**src/rtl/lwb_pkg.sv**
```systemverilog
package lwb_pkg;
  typedef enum logic [1:0] {
    OP_BDES = 2'd0,
    OP_DES  = 2'd1,
    OP_RD   = 2'd2,
    OP_WR   = 2'd3
  } lwb_op_e;
endpackage

```
**src/rtl/lwb_cmd_decode.sv**
```systemverilog
module lwb_cmd_decode
  import lwb_pkg::*;
#(
  parameter int AW   = 6,
  parameter int NB   = 4,
  parameter bit POL2 = 1'b1,
  parameter bit POL3 = 1'b0
) (
  input  logic          clk,
  input  logic          rst_n,
  input  logic          en1_n,
  input  logic          en2,
  input  logic          en3,
  input  logic          adv,
  input  logic          we_n,
  input  logic [NB-1:0] be_n,
  input  logic [AW-1:0] addr,
  output lwb_op_e       cur_op,
  output lwb_op_e       prev_op,
  output logic [AW-1:0] cmd_addr,
  output logic [NB-1:0] wr_mask
);
  localparam int BA = 2;

  lwb_op_e       op_q, op_d;
  logic [AW-1:0] base_q;
  logic [BA-1:0] cnt_q, cnt_d;
  logic          base_en;
  logic          en_match;

  always_comb begin
    en_match = (en2 == POL2) && (en3 == POL3);
    op_d     = op_q;
    cnt_d    = cnt_q;
    base_en  = 1'b0;
    cmd_addr = addr;
    if (!adv) begin
      base_en = 1'b1;
      cnt_d   = '0;
      if (!en_match)  op_d = OP_BDES;
      else if (en1_n) op_d = OP_DES;
      else if (we_n)  op_d = OP_RD;
      else            op_d = OP_WR;
    end else begin
      if (op_q == OP_RD || op_q == OP_WR) cnt_d = cnt_q + 1'b1;
      cmd_addr = {base_q[AW-1:BA], base_q[BA-1:0] + cnt_d};
    end
    wr_mask = (op_d == OP_WR) ? ~be_n : '0;
  end

  always_ff @(posedge clk or negedge rst_n) begin
    if (!rst_n) begin
      op_q   <= OP_BDES;
      cnt_q  <= '0;
      base_q <= '0;
    end else begin
      op_q  <= op_d;
      cnt_q <= cnt_d;
      if (base_en) base_q <= addr;
    end
  end

  assign cur_op  = op_d;
  assign prev_op = op_q;
endmodule

```
**src/rtl/lwb_array.sv**
```systemverilog
module lwb_array #(
  parameter int AW = 6,
  parameter int NB = 4,
  parameter int BW = 8
) (
  input  logic             clk,
  input  logic [NB-1:0]    we,
  input  logic [AW-1:0]    waddr,
  input  logic [NB*BW-1:0] wdata,
  input  logic [AW-1:0]    raddr,
  output logic [NB*BW-1:0] rdata
);
  localparam int DEPTH = 1 << AW;

  for (genvar b = 0; b < NB; b++) begin : g_lane
    logic [BW-1:0] mem [DEPTH];
    always_ff @(posedge clk) begin
      if (we[b]) mem[waddr] <= wdata[b*BW +: BW];
    end
    assign rdata[b*BW +: BW] = mem[raddr];
  end
endmodule

```
**src/rtl/lwb_data_pipe.sv**
```systemverilog
module lwb_data_pipe
  import lwb_pkg::*;
#(
  parameter int AW = 6,
  parameter int NB = 4,
  parameter int BW = 8
) (
  input  logic             clk,
  input  logic             rst_n,
  input  lwb_op_e          cur_op,
  input  logic [AW-1:0]    cmd_addr,
  input  logic [NB-1:0]    wr_mask,
  input  logic [NB*BW-1:0] dq_in,
  input  logic [NB*BW-1:0] arr_rdata,
  output logic [AW-1:0]    arr_raddr,
  output logic [NB-1:0]    arr_we,
  output logic [AW-1:0]    arr_waddr,
  output logic [NB*BW-1:0] arr_wdata,
  output logic [NB*BW-1:0] dq_out,
  output logic             dq_oe,
  output logic             echo_out,
  output logic             echo_oe
);
  localparam int DW = NB * BW;

  lwb_op_e       a_op;
  logic [AW-1:0] a_addr, b_addr;
  logic [NB-1:0] a_mask, b_mask;
  logic [DW-1:0] rd_word;
  logic          a_is_rd;
  logic          same_word;

  always_comb begin
    a_is_rd   = (a_op == OP_RD);
    same_word = (b_addr == a_addr);
  end

  for (genvar b = 0; b < NB; b++) begin : g_byp
    assign rd_word[b*BW +: BW] = (same_word && b_mask[b]) ? dq_in[b*BW +: BW]
                                                          : arr_rdata[b*BW +: BW];
  end

  always_ff @(posedge clk or negedge rst_n) begin
    if (!rst_n) begin
      a_op   <= OP_BDES;
      a_addr <= '0;
      a_mask <= '0;
      b_addr <= '0;
      b_mask <= '0;
    end else begin
      a_op   <= cur_op;
      a_addr <= cmd_addr;
      a_mask <= wr_mask;
      b_addr <= a_addr;
      b_mask <= a_mask;
    end
  end

  always_ff @(posedge clk or negedge rst_n) begin
    if (!rst_n) begin
      dq_out   <= '0;
      dq_oe    <= 1'b0;
      echo_out <= 1'b0;
      echo_oe  <= 1'b0;
    end else begin
      if (a_is_rd) dq_out <= rd_word;
      dq_oe    <= a_is_rd;
      echo_out <= a_is_rd;
      echo_oe  <= (a_op != OP_BDES);
    end
  end

  assign arr_raddr = a_addr;
  assign arr_we    = b_mask;
  assign arr_waddr = b_addr;
  assign arr_wdata = dq_in;
endmodule

```
**src/rtl/lwb_sram_core.sv**
```systemverilog
module lwb_sram_core
  import lwb_pkg::*;
#(
  parameter int AW   = 6,
  parameter int NB   = 4,
  parameter int BW   = 8,
  parameter bit POL2 = 1'b1,
  parameter bit POL3 = 1'b0
) (
  input  logic             clk,
  input  logic             rst_n,
  input  logic             en1_n,
  input  logic             en2,
  input  logic             en3,
  input  logic             adv,
  input  logic             we_n,
  input  logic [NB-1:0]    be_n,
  input  logic [AW-1:0]    addr,
  input  logic [NB*BW-1:0] dq_in,
  output logic [NB*BW-1:0] dq_out,
  output logic             dq_oe,
  output logic             echo_out,
  output logic             echo_oe
);
  localparam int DW = NB * BW;

  logic [1:0]    rst_sync;
  logic          rst_n_i;
  lwb_op_e       cur_op, prev_op;
  logic [AW-1:0] cmd_addr, arr_raddr, arr_waddr;
  logic [NB-1:0] wr_mask, arr_we;
  logic [DW-1:0] arr_rdata, arr_wdata;

  always_ff @(posedge clk or negedge rst_n) begin
    if (!rst_n) rst_sync <= 2'b00;
    else        rst_sync <= {rst_sync[0], 1'b1};
  end
  assign rst_n_i = rst_sync[1];

  lwb_cmd_decode #(.AW(AW), .NB(NB), .POL2(POL2), .POL3(POL3)) u_dec (
    .clk(clk), .rst_n(rst_n_i), .en1_n(en1_n), .en2(en2), .en3(en3),
    .adv(adv), .we_n(we_n), .be_n(be_n), .addr(addr),
    .cur_op(cur_op), .prev_op(prev_op), .cmd_addr(cmd_addr), .wr_mask(wr_mask)
  );

  lwb_data_pipe #(.AW(AW), .NB(NB), .BW(BW)) u_pipe (
    .clk(clk), .rst_n(rst_n_i), .cur_op(cur_op), .cmd_addr(cmd_addr),
    .wr_mask(wr_mask), .dq_in(dq_in), .arr_rdata(arr_rdata),
    .arr_raddr(arr_raddr), .arr_we(arr_we), .arr_waddr(arr_waddr),
    .arr_wdata(arr_wdata), .dq_out(dq_out), .dq_oe(dq_oe),
    .echo_out(echo_out), .echo_oe(echo_oe)
  );

  lwb_array #(.AW(AW), .NB(NB), .BW(BW)) u_arr (
    .clk(clk), .we(arr_we), .waddr(arr_waddr), .wdata(arr_wdata),
    .raddr(arr_raddr), .rdata(arr_rdata)
  );
endmodule

```
**config.mk**
```make
export PLATFORM = sky130hd
export DESIGN_NAME = lwb_sram_core
export DESIGN_NICKNAME = d
export VERILOG_FILES = /design/src/rtl/lwb_pkg.sv /design/src/rtl/lwb_cmd_decode.sv /design/src/rtl/lwb_array.sv /design/src/rtl/lwb_data_pipe.sv /design/src/rtl/lwb_sram_core.sv
export SDC_FILE = /design/constraint.sdc
export NUM_CORES = 2
export LEC_CHECK = 0
export ABC_AREA = 1
export CAP_MARGIN = 20
export CORE_UTILIZATION = 45
export CTS_BUF_LIST = sky130_fd_sc_hd__clkbuf_8
export DETAILED_ROUTE_END_ITERATION = 6
export PLACE_DENSITY = 0.61
export SYNTH_ARGS = -nofsm -noshare
export SYNTH_HDL_FRONTEND = slang
export SYNTH_SLANG_ARGS = --single-unit
```
**constraint.sdc**
```tcl
create_clock -name clk -period 2.2 [get_ports clk]
set_input_delay 0.55 -clock clk [delete_from_list [all_inputs] [get_ports clk]]
set_output_delay 0.55 -clock clk [all_outputs]
set_load 0.1 [all_outputs]
```
---- Word-level counts from Yosys, hierarchy flattened ----
Memory sizes are Yosys's and may differ from the RTL's. A register that Yosys moved wholly into a read port is not among the register bits.
Index checks and enable logic that the tools add are counted.
cells by class
  equality and inequality tests ........... 3
  reductions and logical operators ........ 7
  add/subtract/negate cells ............... 2
  mux-type cells .......................... 17
  bitwise operators ....................... 2
operators with widths
  operator                                     number
  two-way mux 2 bit                            6
  two-way mux 1 bit                            9
  equality test 2 bit, second input constant   3
  two-way mux 6 bit                            1
  logical NOT 1 bit                            4
  two-way mux 4 bit                            1
  NOT 4 bit                                    1
  adder 2 x 1 -> 2 bit, second input constant  1
  adder 2 bit                                  1
  nonzero test 2 bit                           1
  logical AND 1 bit                            1
  logical OR 1 bit                             1
  NOT 1 bit                                    1
storage, ports and cells
  memory bits (writable) .................. 2,048
  memories ................................ 4
  output and inout port bits .............. 35
  bits in registers ....................... 34
memory list
  memory               depth  width  rd ports  clocked after memory_dff  wr ports  line             source
  u_arr.g_lane[0].mem  64     8      1         1                         1         lwb_array.sv:16  logic [BW-1:0] mem [DEPTH];
  u_arr.g_lane[1].mem  64     8      1         1                         1         lwb_array.sv:16
  u_arr.g_lane[2].mem  64     8      1         1                         1         lwb_array.sv:16
  u_arr.g_lane[3].mem  64     8      1         1                         1         lwb_array.sv:16

---- Logic depth before layout (Yosys ltp) ----
  word-level depth ........................ 6
  gate-level depth with buffers ........... 15
  gate-level depth less buffers ........... 11

---- Cells and area by module ----
A second synthesis with hierarchy kept.
unflattened totals
  cells, all modules ...................... 7,448
  area total of the unflattened synthesis .. 86,664.4 um^2
by module, submodules not included
  module          instances  area each (um^2)  cells an instance
  lwb_array       1          83,111.0          7,024
  lwb_data_pipe   1          2,962.8           351
  lwb_cmd_decode  1          536.8             70
  lwb_sram_core   1          53.8              3

---- Least setup slack after synthesis ----
OpenSTA, ideal clock, no wires.
  path type ............................... flip-flop to flip-flop
  start ................................... reg u_pipe.b_addr[0], in the netlist u_pipe.arr_waddr[0]
  end ..................................... mem u_arr.g_lane[0].mem[15][0] (enable)
  path buffers ............................ 0
  stages on the path, launching flop included .. 5
  data arrival time ....................... 1.596 ns
  slack ................................... 0.234 ns
  path through ............................ dfrtp_1 inv_1 nor3_1 nand2_1 nor2_1
RTL lines
  element                 line                 source
  start, declared         lwb_data_pipe.sv:27  logic [AW-1:0] a_addr, b_addr;
  start signal, assigned  lwb_data_pipe.sv:54  b_addr <= a_addr;
  end, declared           lwb_array.sv:16
Straight into the memory's write port.

---- Worst setup path in the final report ----
  start ................................... reg u_pipe.dq_out[7] (read register of u_arr.g_lane[0].mem)
  end ..................................... out dq_out[7]
RTL lines
  element          line                 source
  start, declared  lwb_data_pipe.sv:19  output logic [NB*BW-1:0] dq_out,
  end, declared    lwb_sram_core.sv:20  output logic [NB*BW-1:0] dq_out,
No word-level cell between the ends.

==> impl_metrics.yaml <==
sta:
  setup_slack_ns: -0.198
  tightest_slew_ns: 1.07
  fin_skew_ns: 0.0681
  finalCritPeriodShare_pct: 109
  fmax_mhz: 417
  drv_slew: 0
  rsz0062_at_grt: "yes"
  slew-limit-headroom_pct: 28.1
  setup_viol: 91
  period_needed_ns: 2.40
  hold_viol: 0
power_and_ir_drop:
  ir_drop_v: 0.000505
  p_per_area_nw_per_um2: 889
  p_leak_nw: 40.4
global_route:
  grt_pass1_vias: 59200
  grt_max_degree: 76
  grt-ovfl-total: 0
  grt_first_pass_wirelength_um: 402000
  grt.total_usage_pct: 28.4
  antenna_found_initial: 15
logic_synthesis:
  synth_area_um2: 86100
  syn_inst: 7425
  synth_ff_type: "edfxtp_1"
  synth_edf_count: 2048
  synth_warnings: 0
  ys_types: 26
  syn_area_per_cell_um2: 11.6
  async_reset_ff_share_pct: 3.12
  seq_area_frac_synth_pct: 73.3
  syn_nets: 7475
  synth-seq-cells: 2114
setup_path:
  worst-path-buf-inv: 1
  crit_path_end_kind: "output pin"
  cp_slowest_cell: "dfrtp_2"
  cp_max_fo: 2
  critPathArrivalTime_ns: 1.85
  path_class: "register to output pin"
  cp-start-kind: "register"
  crit_family: "flip-flops"
  path_cells: "buf_12"
  critical-path-max-stage-delay_ns: 0.57
  critical_path.startpoint: "u_pipe.dq_out[7]"
  worstPathRequired_ns: 1.65
  timing.rr.start: "u_pipe.arr_raddr[0]"
place:
  placed_cells: 10200
  io_buffers: 83
  hpwl_um: 171000
  gp_congestion: 0.945
  dp_slack_ns: -0.250
detailed_routing:
  routed_wl_um: 280000
  first_pass_iters: 7
  ant_nets: 0
  wl_per_cell_um: 25.4
  viasPerCell: 5.64
  drt_iter0_drc: 7406
  drc: 0
  vias: 62200
floorplan:
  die_h_um: 439
  fp.dieArea_um2: 193000
  die_x_um: 439
  rows: 160
  initial_core_util_pct: 45.3
  pin_count: 84
  core-area_um2: 190000
clock_tree:
  cts-root-buf: "clkbuf_8"
  clockBufferDepth: 4
  clkTransAtPathRegs_ns: 0.06
  cts_buffers: 358
  cts_tree: "built"
  cts.sinks: 2114
  worstSkewPairLatency_ns: 1.09
  htree_levels: 5
outcome:
  violations: "negative setup slack"
  status: "complete, but fails checks"
finish:
  final_util_pct: 56.2
  syn2layout_area_growth_pct: 24.2
  final_common_cell: "nand2_1"
  layout-drive-gt1-share_pct: 21.1
  finalNonFillerCells: 11000
  num-fill-cells: 15700
  finalNetCount: 8298
  final_cell_mix: "nand2_1, edfxtp_1, nand3_1, buf_4, clkbuf_8"
min_path:
  holdCritPathClass: "input pin to register"
  min_from: "dq_in[24]"
flow_run:
  max_cap_viol_count: 0
==> metal layers <==
layer | vias to the layer above | wire (µm) | GRT usage (%)
li1 | 27800 | - | -
met1 | 30600 | 110000 | 38.5
met2 | 3331 | 129000 | 43.7
met3 | 568 | 28200 | 6.26
met4 | 14 | 13400 | 12.9
met5 | - | 87 | 0
==> synthesized netlist by cell type, types with 8 or more instances <==
| cell type | n | area [µm²] |
|---|---|---|
| inv_2 | 8 | 30.0 |
| nor3_1 | 17 | 85.1 |
| nor2_1 | 271 | 1020 |
| clkbuf_1 | 99 | 372 |
| dfrtp_1 | 66 | 1650 |
| inv_1 | 83 | 312 |
| buf_4 | 34 | 255 |
| nand2_1 | 2526 | 9480 |
| nand3_1 | 1905 | 9530 |
| buf_1 | 75 | 282 |
| edfxtp_1 | 2048 | 61500 |
| buf_2 | 270 | 1350 |
==> state kept, by name, indices dropped and copies added, names as in the netlist <==
name / flops
u_arr.g_lane.mem: 2048
u_pipe.dq_out: 32
u_dec.base_q: 6
u_pipe.arr_raddr: 6
u_pipe.arr_waddr: 6
u_pipe.a_mask: 4
u_pipe.arr_we: 4
rst_sync: 2
u_dec.cnt_q: 2
u_dec.prev_op: 2
u_pipe.echo_oe: 1
u_pipe.echo_out: 1
==> cells by family after synthesis <==
logic type / synth area share (%)
simple gates: 23.5
flops: 73.3
buf+inv: 3.08
compound gates: 0.0276
xor+xnor: 0.0305
fa+ha+maj: 0.0145
other cells: 0.00435
==> power by group <==
part	internal, mW	leakage [nW]	switching (mW)	total (mW)
Sequential	44.5	19.2	0.780	45.3
Combinational	6.27	17.4	11.1	17.4
Clock	16.8	3.79	15.7	32.4
Total	67.5	40.4	27.6	95.1
==> stage by stage <==
step / hold slack [ns] / instance area, µm² / TNS (ns) / total power [mW]
2_1_floorplan: 0.254 / 86100 / 0 / 53.5
3_3_place_gp: 0.335 / 94400 / -12.52 / 59.4
3_5_place_dp: 0.335 / 94400 / -12.47 / 59.5
4_1_cts: 0.000442 / 105000 / -6.54 / 94.4
5_1_grt: 0.0393 / 107000 / -8.57 / 98.0
6_report: 0.0701 / 107000 / -6.07 / 95.1
==> path summary, 6_finish.rpt <==
path,endpoint,slack [ns],cells after the start
worst max-delay path,dq_out[7],-0.20,1
worst min-delay path,u_pipe.dq_out[24],0.07,7
worst max register to register,u_pipe.dq_out[12],-0.15,16
worst min register to register,u_pipe.arr_raddr[0],0.29,0
max in group asynchronous,u_pipe.dq_out[28],0.90,1
min in group asynchronous,rst_sync[0],0.25,2
==> layout make-up <==
cell class,count,area [µm²],share of cell area [%]
Timing Repair Buffer,939,11200,10.5
Clock inverter,242,1170,1.10
Tap cell,2511,3140,2.94
Antenna cell,7,17.5,0.0164
Sequential cell,2114,63200,59.1
Timing Repair inverter,2,46.3,0.0433
Clock buffer,380,5230,4.89
Multi-Input combinational cell,4741,22600,21.1
Inverter,92,387,0.361
==> what timing repair did <==
item | 4_1_cts | 5_1_grt
hold buffers | 32 | 0
pin swaps | 105 | 109
hold endpoints to repair | 250 | 0
endpoints found under the setup margin | 159 | 166
gates resized for setup | 535 | 228
gates cloned | 51 | 24
setup buffers | 47 | 12
No activity file was read; power rests on OpenSTA's default activity.
